File: src/rtl/sock_irq_pkg.sv
package sock_irq_pkg;
  // Number of event kinds latched per channel.
  localparam int NUM_EV = 6;
  // Status bit of the lowest event kind; bit 0 and the top bit stay zero.
  localparam int EV_LSB = 1;
  // Event index order inside the per-channel event vector.
  localparam int EVI_INIT  = 0;
  localparam int EVI_ESTAB = 1;
  localparam int EVI_CLOSE = 2;
  localparam int EVI_TMO   = 3;
  localparam int EVI_SENT  = 4;
  localparam int EVI_RECV  = 5;
endpackage

File: src/rtl/sock_irq_chan.sv
module sock_irq_chan
  import sock_irq_pkg::*;
#(
  parameter int DW = 8
) (
  input  logic              clk,
  input  logic              rst_n,
  input  logic [NUM_EV-1:0] ev,
  input  logic              rd_clr,
  output logic [DW-1:0]     stat,
  output logic              any_ev
);
  logic [DW-1:0] stat_q;
  logic [DW-1:0] stat_d;
  logic [DW-1:0] ev_bits;
  logic          stat_en;

  always_comb begin
    ev_bits = DW'({ev, {EV_LSB{1'b0}}});
    stat_en = rd_clr | (|ev);
    // New events win over the clear that a read requests.
    stat_d  = (rd_clr ? '0 : stat_q) | ev_bits;
  end

  always_ff @(posedge clk or negedge rst_n) begin
    if (!rst_n) begin
      stat_q <= '0;
    end else if (stat_en) begin
      stat_q <= stat_d;
    end
  end

  assign stat   = stat_q;
  assign any_ev = |ev;

  AST_RSV_ZERO: assert property (@(posedge clk) disable iff (!rst_n)
    (stat_q[0] == 1'b0) && (stat_q[DW-1] == 1'b0));
  AST_EV_LATCH: assert property (@(posedge clk) disable iff (!rst_n)
    (|ev) |=> ((stat_q & $past(ev_bits)) == $past(ev_bits)));
  AST_ACCUM: assert property (@(posedge clk) disable iff (!rst_n)
    !rd_clr |=> ((stat_q & $past(stat_q)) == $past(stat_q)));
  AST_READ_EMPTY: assert property (@(posedge clk) disable iff (!rst_n)
    (rd_clr && !(|ev)) |=> (stat_q == '0));
  AST_READ_EV_WINS: assert property (@(posedge clk) disable iff (!rst_n)
    (rd_clr && (|ev)) |=> (stat_q == $past(ev_bits)));
endmodule

File: src/rtl/sock_irq_decode.sv
module sock_irq_decode #(
  parameter int NCH       = 4,
  parameter int AW        = 8,
  parameter int STAT_BASE = 4,
  parameter int SUM_ADDR  = 8
) (
  input  logic [AW-1:0]  addr,
  input  logic           rd_en,
  input  logic           wr_en,
  output logic [NCH-1:0] rd_stat,
  output logic           rd_sum,
  output logic           wr_sum,
  output logic           hit
);
  logic [NCH-1:0] stat_hit;
  logic           sum_hit;

  for (genvar g = 0; g < NCH; g++) begin : g_stat_dec
    localparam logic [AW-1:0] CH_ADDR = AW'(STAT_BASE + g);
    assign stat_hit[g] = (addr == CH_ADDR);
    assign rd_stat[g]  = rd_en & stat_hit[g];
  end

  assign sum_hit = (addr == AW'(SUM_ADDR));
  assign rd_sum  = rd_en & sum_hit;
  assign wr_sum  = wr_en & sum_hit;
  assign hit     = sum_hit | (|stat_hit);
endmodule

File: src/rtl/sock_irq_summary.sv
module sock_irq_summary #(
  parameter int NCH = 4,
  parameter int DW  = 8
) (
  input  logic           clk,
  input  logic           rst_n,
  input  logic [NCH-1:0] pend_set,
  input  logic [NCH-1:0] xfer_set,
  input  logic           wr_sum,
  input  logic [DW-1:0]  wdata,
  output logic [DW-1:0]  sum
);
  logic [DW-1:0] sum_q;
  logic [DW-1:0] sum_d;
  logic [DW-1:0] set_m;
  logic [DW-1:0] clr_m;
  logic          sum_en;

  always_comb begin
    set_m  = DW'({xfer_set, pend_set});
    clr_m  = wr_sum ? wdata : '0;
    sum_en = wr_sum | (|set_m);
    // Set has priority over a write-one clear of the same bit.
    sum_d  = (sum_q & ~clr_m) | set_m;
  end

  always_ff @(posedge clk or negedge rst_n) begin
    if (!rst_n) begin
      sum_q <= '0;
    end else if (sum_en) begin
      sum_q <= sum_d;
    end
  end

  assign sum = sum_q;

  AST_SET_LANDS: assert property (@(posedge clk) disable iff (!rst_n)
    (|set_m) |=> ((sum_q & $past(set_m)) == $past(set_m)));
  AST_W1C: assert property (@(posedge clk) disable iff (!rst_n)
    wr_sum |=> ((sum_q & $past(wdata & ~set_m)) == '0));
  AST_KEEP: assert property (@(posedge clk) disable iff (!rst_n)
    1'b1 |=> ((sum_q & $past(sum_q & ~clr_m)) == $past(sum_q & ~clr_m)));
endmodule

File: src/rtl/sock_irq_ctrl.sv
module sock_irq_ctrl
  import sock_irq_pkg::*;
#(
  parameter int NCH       = 4,
  parameter int AW        = 8,
  parameter int DW        = 8,
  parameter int STAT_BASE = 4,
  parameter int SUM_ADDR  = 8
) (
  input  logic           clk,
  input  logic           rst_n,
  input  logic [AW-1:0]  addr,
  input  logic           rd_en,
  input  logic           wr_en,
  input  logic [DW-1:0]  wdata,
  output logic [DW-1:0]  rdata,
  input  logic [NCH-1:0] ev_init,
  input  logic [NCH-1:0] ev_estab,
  input  logic [NCH-1:0] ev_close,
  input  logic [NCH-1:0] ev_tmo,
  input  logic [NCH-1:0] ev_sent,
  input  logic [NCH-1:0] ev_recv,
  input  logic [NCH-1:0] xfer,
  output logic           irq
);
  localparam int SYNC_N = 2;

  logic [SYNC_N-1:0] rst_sync_q;
  logic              rst_int_n;
  logic [NCH-1:0]    rd_stat;
  logic              rd_sum;
  logic              wr_sum;
  logic              hit;
  logic [NCH-1:0]    any_ev;
  logic [DW-1:0]     stat [NCH];
  logic [DW-1:0]     sum;
  logic [DW-1:0]     rmux;

  // Asynchronous assertion, synchronous release.
  always_ff @(posedge clk or negedge rst_n) begin
    if (!rst_n) begin
      rst_sync_q <= '0;
    end else begin
      rst_sync_q <= {rst_sync_q[SYNC_N-2:0], 1'b1};
    end
  end
  assign rst_int_n = rst_sync_q[SYNC_N-1];

  sock_irq_decode #(
    .NCH(NCH), .AW(AW), .STAT_BASE(STAT_BASE), .SUM_ADDR(SUM_ADDR)
  ) u_dec (
    .addr(addr), .rd_en(rd_en), .wr_en(wr_en),
    .rd_stat(rd_stat), .rd_sum(rd_sum), .wr_sum(wr_sum), .hit(hit)
  );

  for (genvar g = 0; g < NCH; g++) begin : g_chan
    logic [NUM_EV-1:0] ev_vec;
    always_comb begin
      ev_vec            = '0;
      ev_vec[EVI_INIT]  = ev_init[g];
      ev_vec[EVI_ESTAB] = ev_estab[g];
      ev_vec[EVI_CLOSE] = ev_close[g];
      ev_vec[EVI_TMO]   = ev_tmo[g];
      ev_vec[EVI_SENT]  = ev_sent[g];
      ev_vec[EVI_RECV]  = ev_recv[g];
    end
    sock_irq_chan #(.DW(DW)) u_chan (
      .clk(clk), .rst_n(rst_int_n), .ev(ev_vec), .rd_clr(rd_stat[g]),
      .stat(stat[g]), .any_ev(any_ev[g])
    );
  end

  sock_irq_summary #(.NCH(NCH), .DW(DW)) u_sum (
    .clk(clk), .rst_n(rst_int_n), .pend_set(any_ev), .xfer_set(xfer),
    .wr_sum(wr_sum), .wdata(wdata), .sum(sum)
  );

  always_comb begin
    rmux = '0;
    for (int i = 0; i < NCH; i++) begin
      if (rd_stat[i]) rmux = rmux | stat[i];
    end
    if (rd_sum) rmux = rmux | sum;
  end

  assign rdata = rmux;
  assign irq   = |sum;

  AST_IRQ_FALL_BY_WRITE: assert property (@(posedge clk) disable iff (!rst_int_n)
    $fell(irq) |-> $past(wr_en));
  AST_UNMAPPED_ZERO: assert property (@(posedge clk) disable iff (!rst_int_n)
    (rd_en && !hit) |-> (rdata == '0));
  AST_STAT_READ_KEEPS_SUM: assert property (@(posedge clk) disable iff (!rst_int_n)
    (rd_en && !wr_en) |=> ((sum & $past(sum)) == $past(sum)));
endmodule

File: config.mk
export PLATFORM = sky130hd
export DESIGN_NAME = sock_irq_ctrl
export DESIGN_NICKNAME = d
export VERILOG_FILES = /design/src/rtl/sock_irq_pkg.sv /design/src/rtl/sock_irq_chan.sv /design/src/rtl/sock_irq_decode.sv /design/src/rtl/sock_irq_summary.sv /design/src/rtl/sock_irq_ctrl.sv
export SDC_FILE = /design/constraint.sdc
export NUM_CORES = 1
export LEC_CHECK = 0
export ABC_AREA = 1
export BUFFER_PORTS_ARGS = -buffer_cell sky130_fd_sc_hd__buf_4
export CAP_MARGIN = 10
export CORE_ASPECT_RATIO = 2
export CORE_UTILIZATION = 45
export DETAILED_ROUTE_END_ITERATION = 8
export GPL_ROUTABILITY_DRIVEN = 0
export PLACE_DENSITY = 0.81
export SLEW_MARGIN = 20
export SYNTH_ARGS = -nofsm -noshare
export SYNTH_HDL_FRONTEND = slang
export SYNTH_SLANG_ARGS = --single-unit
File: constraint.sdc
create_clock -name clk -period 3.2 [get_ports clk]
set_input_delay 0.96 -clock clk [delete_from_list [all_inputs] [get_ports clk]]
set_output_delay 0.96 -clock clk [all_outputs]
set_load 0.02 [all_outputs]
==> flow_summary.toml <==
[grt]
antenna_found_initial = 0
grt_pass1_vias = 1580
grt_pass1_wl_mm = 6.53
grt_overflow = 0
grt_util_all_layers = 0.216
grt_max_degree = 33

[cts]
clock-root-buffer = "clkbuf_8"
clk_latency_ns = 0.28
clk_pin_slew_ns = 0.07
cts.path.max_buffers = 2
cts_buffers = 5
hold_buffers = 0
cts_max_level = 2
cts_sinks = 34
postCtsSetupBuffers = 0
ctsResizeCount = 0
tritoncts = "yes"

[synthesis]
yosysTopAreaCellShare = 0.481
synth_top_cell_by_area = "dfrtp_1"
ys_ff_latch = 34
ys_types = 20
synth_warnings = 0
syn_avg_cell_area_um2 = 7.96
synthCells = 222
postSynthNetCount = 270
seq_area_frac_synth = 0.481
ys_top_cells_by_area = "dfrtp_1 (48%), nand3_1 (9.3%), nand2_1 (8.9%)"
syn-cell-area_mm2 = 0.00177

[pwr]
p_per_area_mw_per_mm2 = 361
ir_drop_v = 0.000249
leakagePower_nw = 1.25

[layout]
area_growth_syn_to_layout_pct = 32.8
final_layout_size_suffix_gt1_frac = 0.270
final_nets = 332
num_antenna_cells = 0
fin_cells = 334
final_cell_area_mm2 = 0.00235
fill_cells = 346

[sta]
period_needed_ns = 3.03
setup_viol = 0
rsz0062_at_grt = "no"
hold_viol = 0
slew_violations = 0
max_freq_ghz = 0.330
min_period_over_period = 0.947
tns_ns = 0
finalClockSkew_ns = 0.00474
worst_slack_ns = 0.170

[drt]
routedWlPerCell_um = 12.5
vias_per_cell = 4.93
ant_nets = 0
vias = 1646
drt_pass1_iterations = 4
drc = 0
drt-total-wl_mm = 4.17
initialDrtViolationCount = 45

[critical_path]
crit_arrival_ns = 2.07
cp-end-kind = "output port"
worst_setup_path_start_kind = "input pin"
crit_type = "in2out"
reg2reg_depth = 1
worst_ep_required_time_ns = 2.24
critical_path.max_fanout = 22

[floorplanning]
die_height_um = 90.6
die_area_mm2 = 0.00420
start_util = 0.480
die_w_um = 46.3
core_area_mm2 = 0.00368
io_pins = 57
row_count = 31

[run_status]
outcome = "complete, no violations"

[worst_hold_path]
hold_path_class = "reg2async"

[place]
portBuffers = 56
hpwl_mm = 3.37
dp_cells = 326
post-place-ws_ns = 0.183
place_area_mm2 = 0.00226

[job]
drv_cap = 0
sequential cells by signal, indices dropped and copies added, names as in the netlist:
signal / cells
u_sum.sum: 8
g_chan.u_chan.stat: 24
rst_sync_q: 2
layout by cell type, fill, tap and decap left out, drive strengths merged:
| cell | instances |
|---|---|
| nor4 | 2 |
| conb | 1 |
| nand3 | 33 |
| a21o | 12 |
| nor3 | 11 |
| clkinv | 1 |
| clkbuf | 7 |
| dfrtp | 34 |
| o21bai | 4 |
| nand2 | 43 |
| o21ai | 8 |
| nand4 | 6 |
| nor2 | 22 |
| buf | 60 |
| inv | 41 |
path summary, 6_finish.rpt:
path	start	endpoint	slack, ns
worst max-delay path	addr[7]	rdata[4]	0.17
worst min-delay path	rst_sync_q[1]	g_chan[2].u_chan.stat[1]	0.26
worst max register to register	u_sum.sum[5]	u_sum.sum[5]	2.49
worst min register to register	rst_sync_q[1]	g_chan[2].u_chan.stat[1]	0.26
max in group asynchronous	rst_sync_q[1]	g_chan[1].u_chan.stat[3]	2.64
min in group clk	rst_sync_q[0]	rst_sync_q[1]	0.36
Yosys cell counts (all sizes together):
library cell and instances:
nor4 2, conb 1, nand2 43, dfrtp 34, a21o 12, nor3 11, o21ai 8, o21bai 4
nand4 6, nand3 33, inv 41, buf 5, nor2 22
per-stage QoR:
stage / hold WS [ns] / total power, W / util
after global routing: 0.317 / 0.000881 / 0.637
after CTS: 0.274 / 0.000855 / 0.637
after global placement: 0.270 / 0.000531 / 0.612
after floorplan: 0.331 / 0.000473 / -
after detailed placement: 0.268 / 0.000532 / 0.612
final: 0.256 / 0.000848 / 0.637
routing by layer:
metal	global-route usage	up-vias	share of wire	routed length, um
li1	-	828	-	-
met1	0.223	755	0.37	1540
met2	0.375	52	0.56	2320
met3	0.0420	11	0.043	180
met4	0.115	0	0.032	132
met5	0	-	0	0
power breakdown:
part	internal [W]	leakage (nW)	switching [W]
sequential	0.000432	0.304	0.000000754
combinational	0.0000468	0.898	0.0000443
clock	0.000173	0.0482	0.000151
critical path: stages:
cell and delay, ns:
buf_4 0.11, nor2_1 0.14, nand2_1 0.13, nor2_2 0.14, buf_12 0.16, nand4_1 0.10
nand2_1 0.09, inv_1 0.05, nand2_1 0.05, buf_4 0.13
cells by family (layout without fill, tap and decap cells):
group | after synthesis | after routing | synth area share
compound gates | 24 | 24 | 0.0906
buf+inv | 46 | 109 | 0.108
flops | 34 | 34 | 0.481
other cells | 1 | 1 | 0.00212
simple gates | 117 | 117 | 0.318
area by class of cell:
class | instances | area, um2 | share of cell area
sequential | 34 | 851 | 0.362
multi-input combinational | 142 | 727 | 0.310
timing repair buffer | 60 | 463 | 0.197
inverter | 41 | 154 | 0.0656
clock buffer | 7 | 86.3 | 0.0368
tap | 49 | 61.3 | 0.0261
clock inverter | 1 | 5.00 | 0.00213
Power figures use the tool's default switching activity.
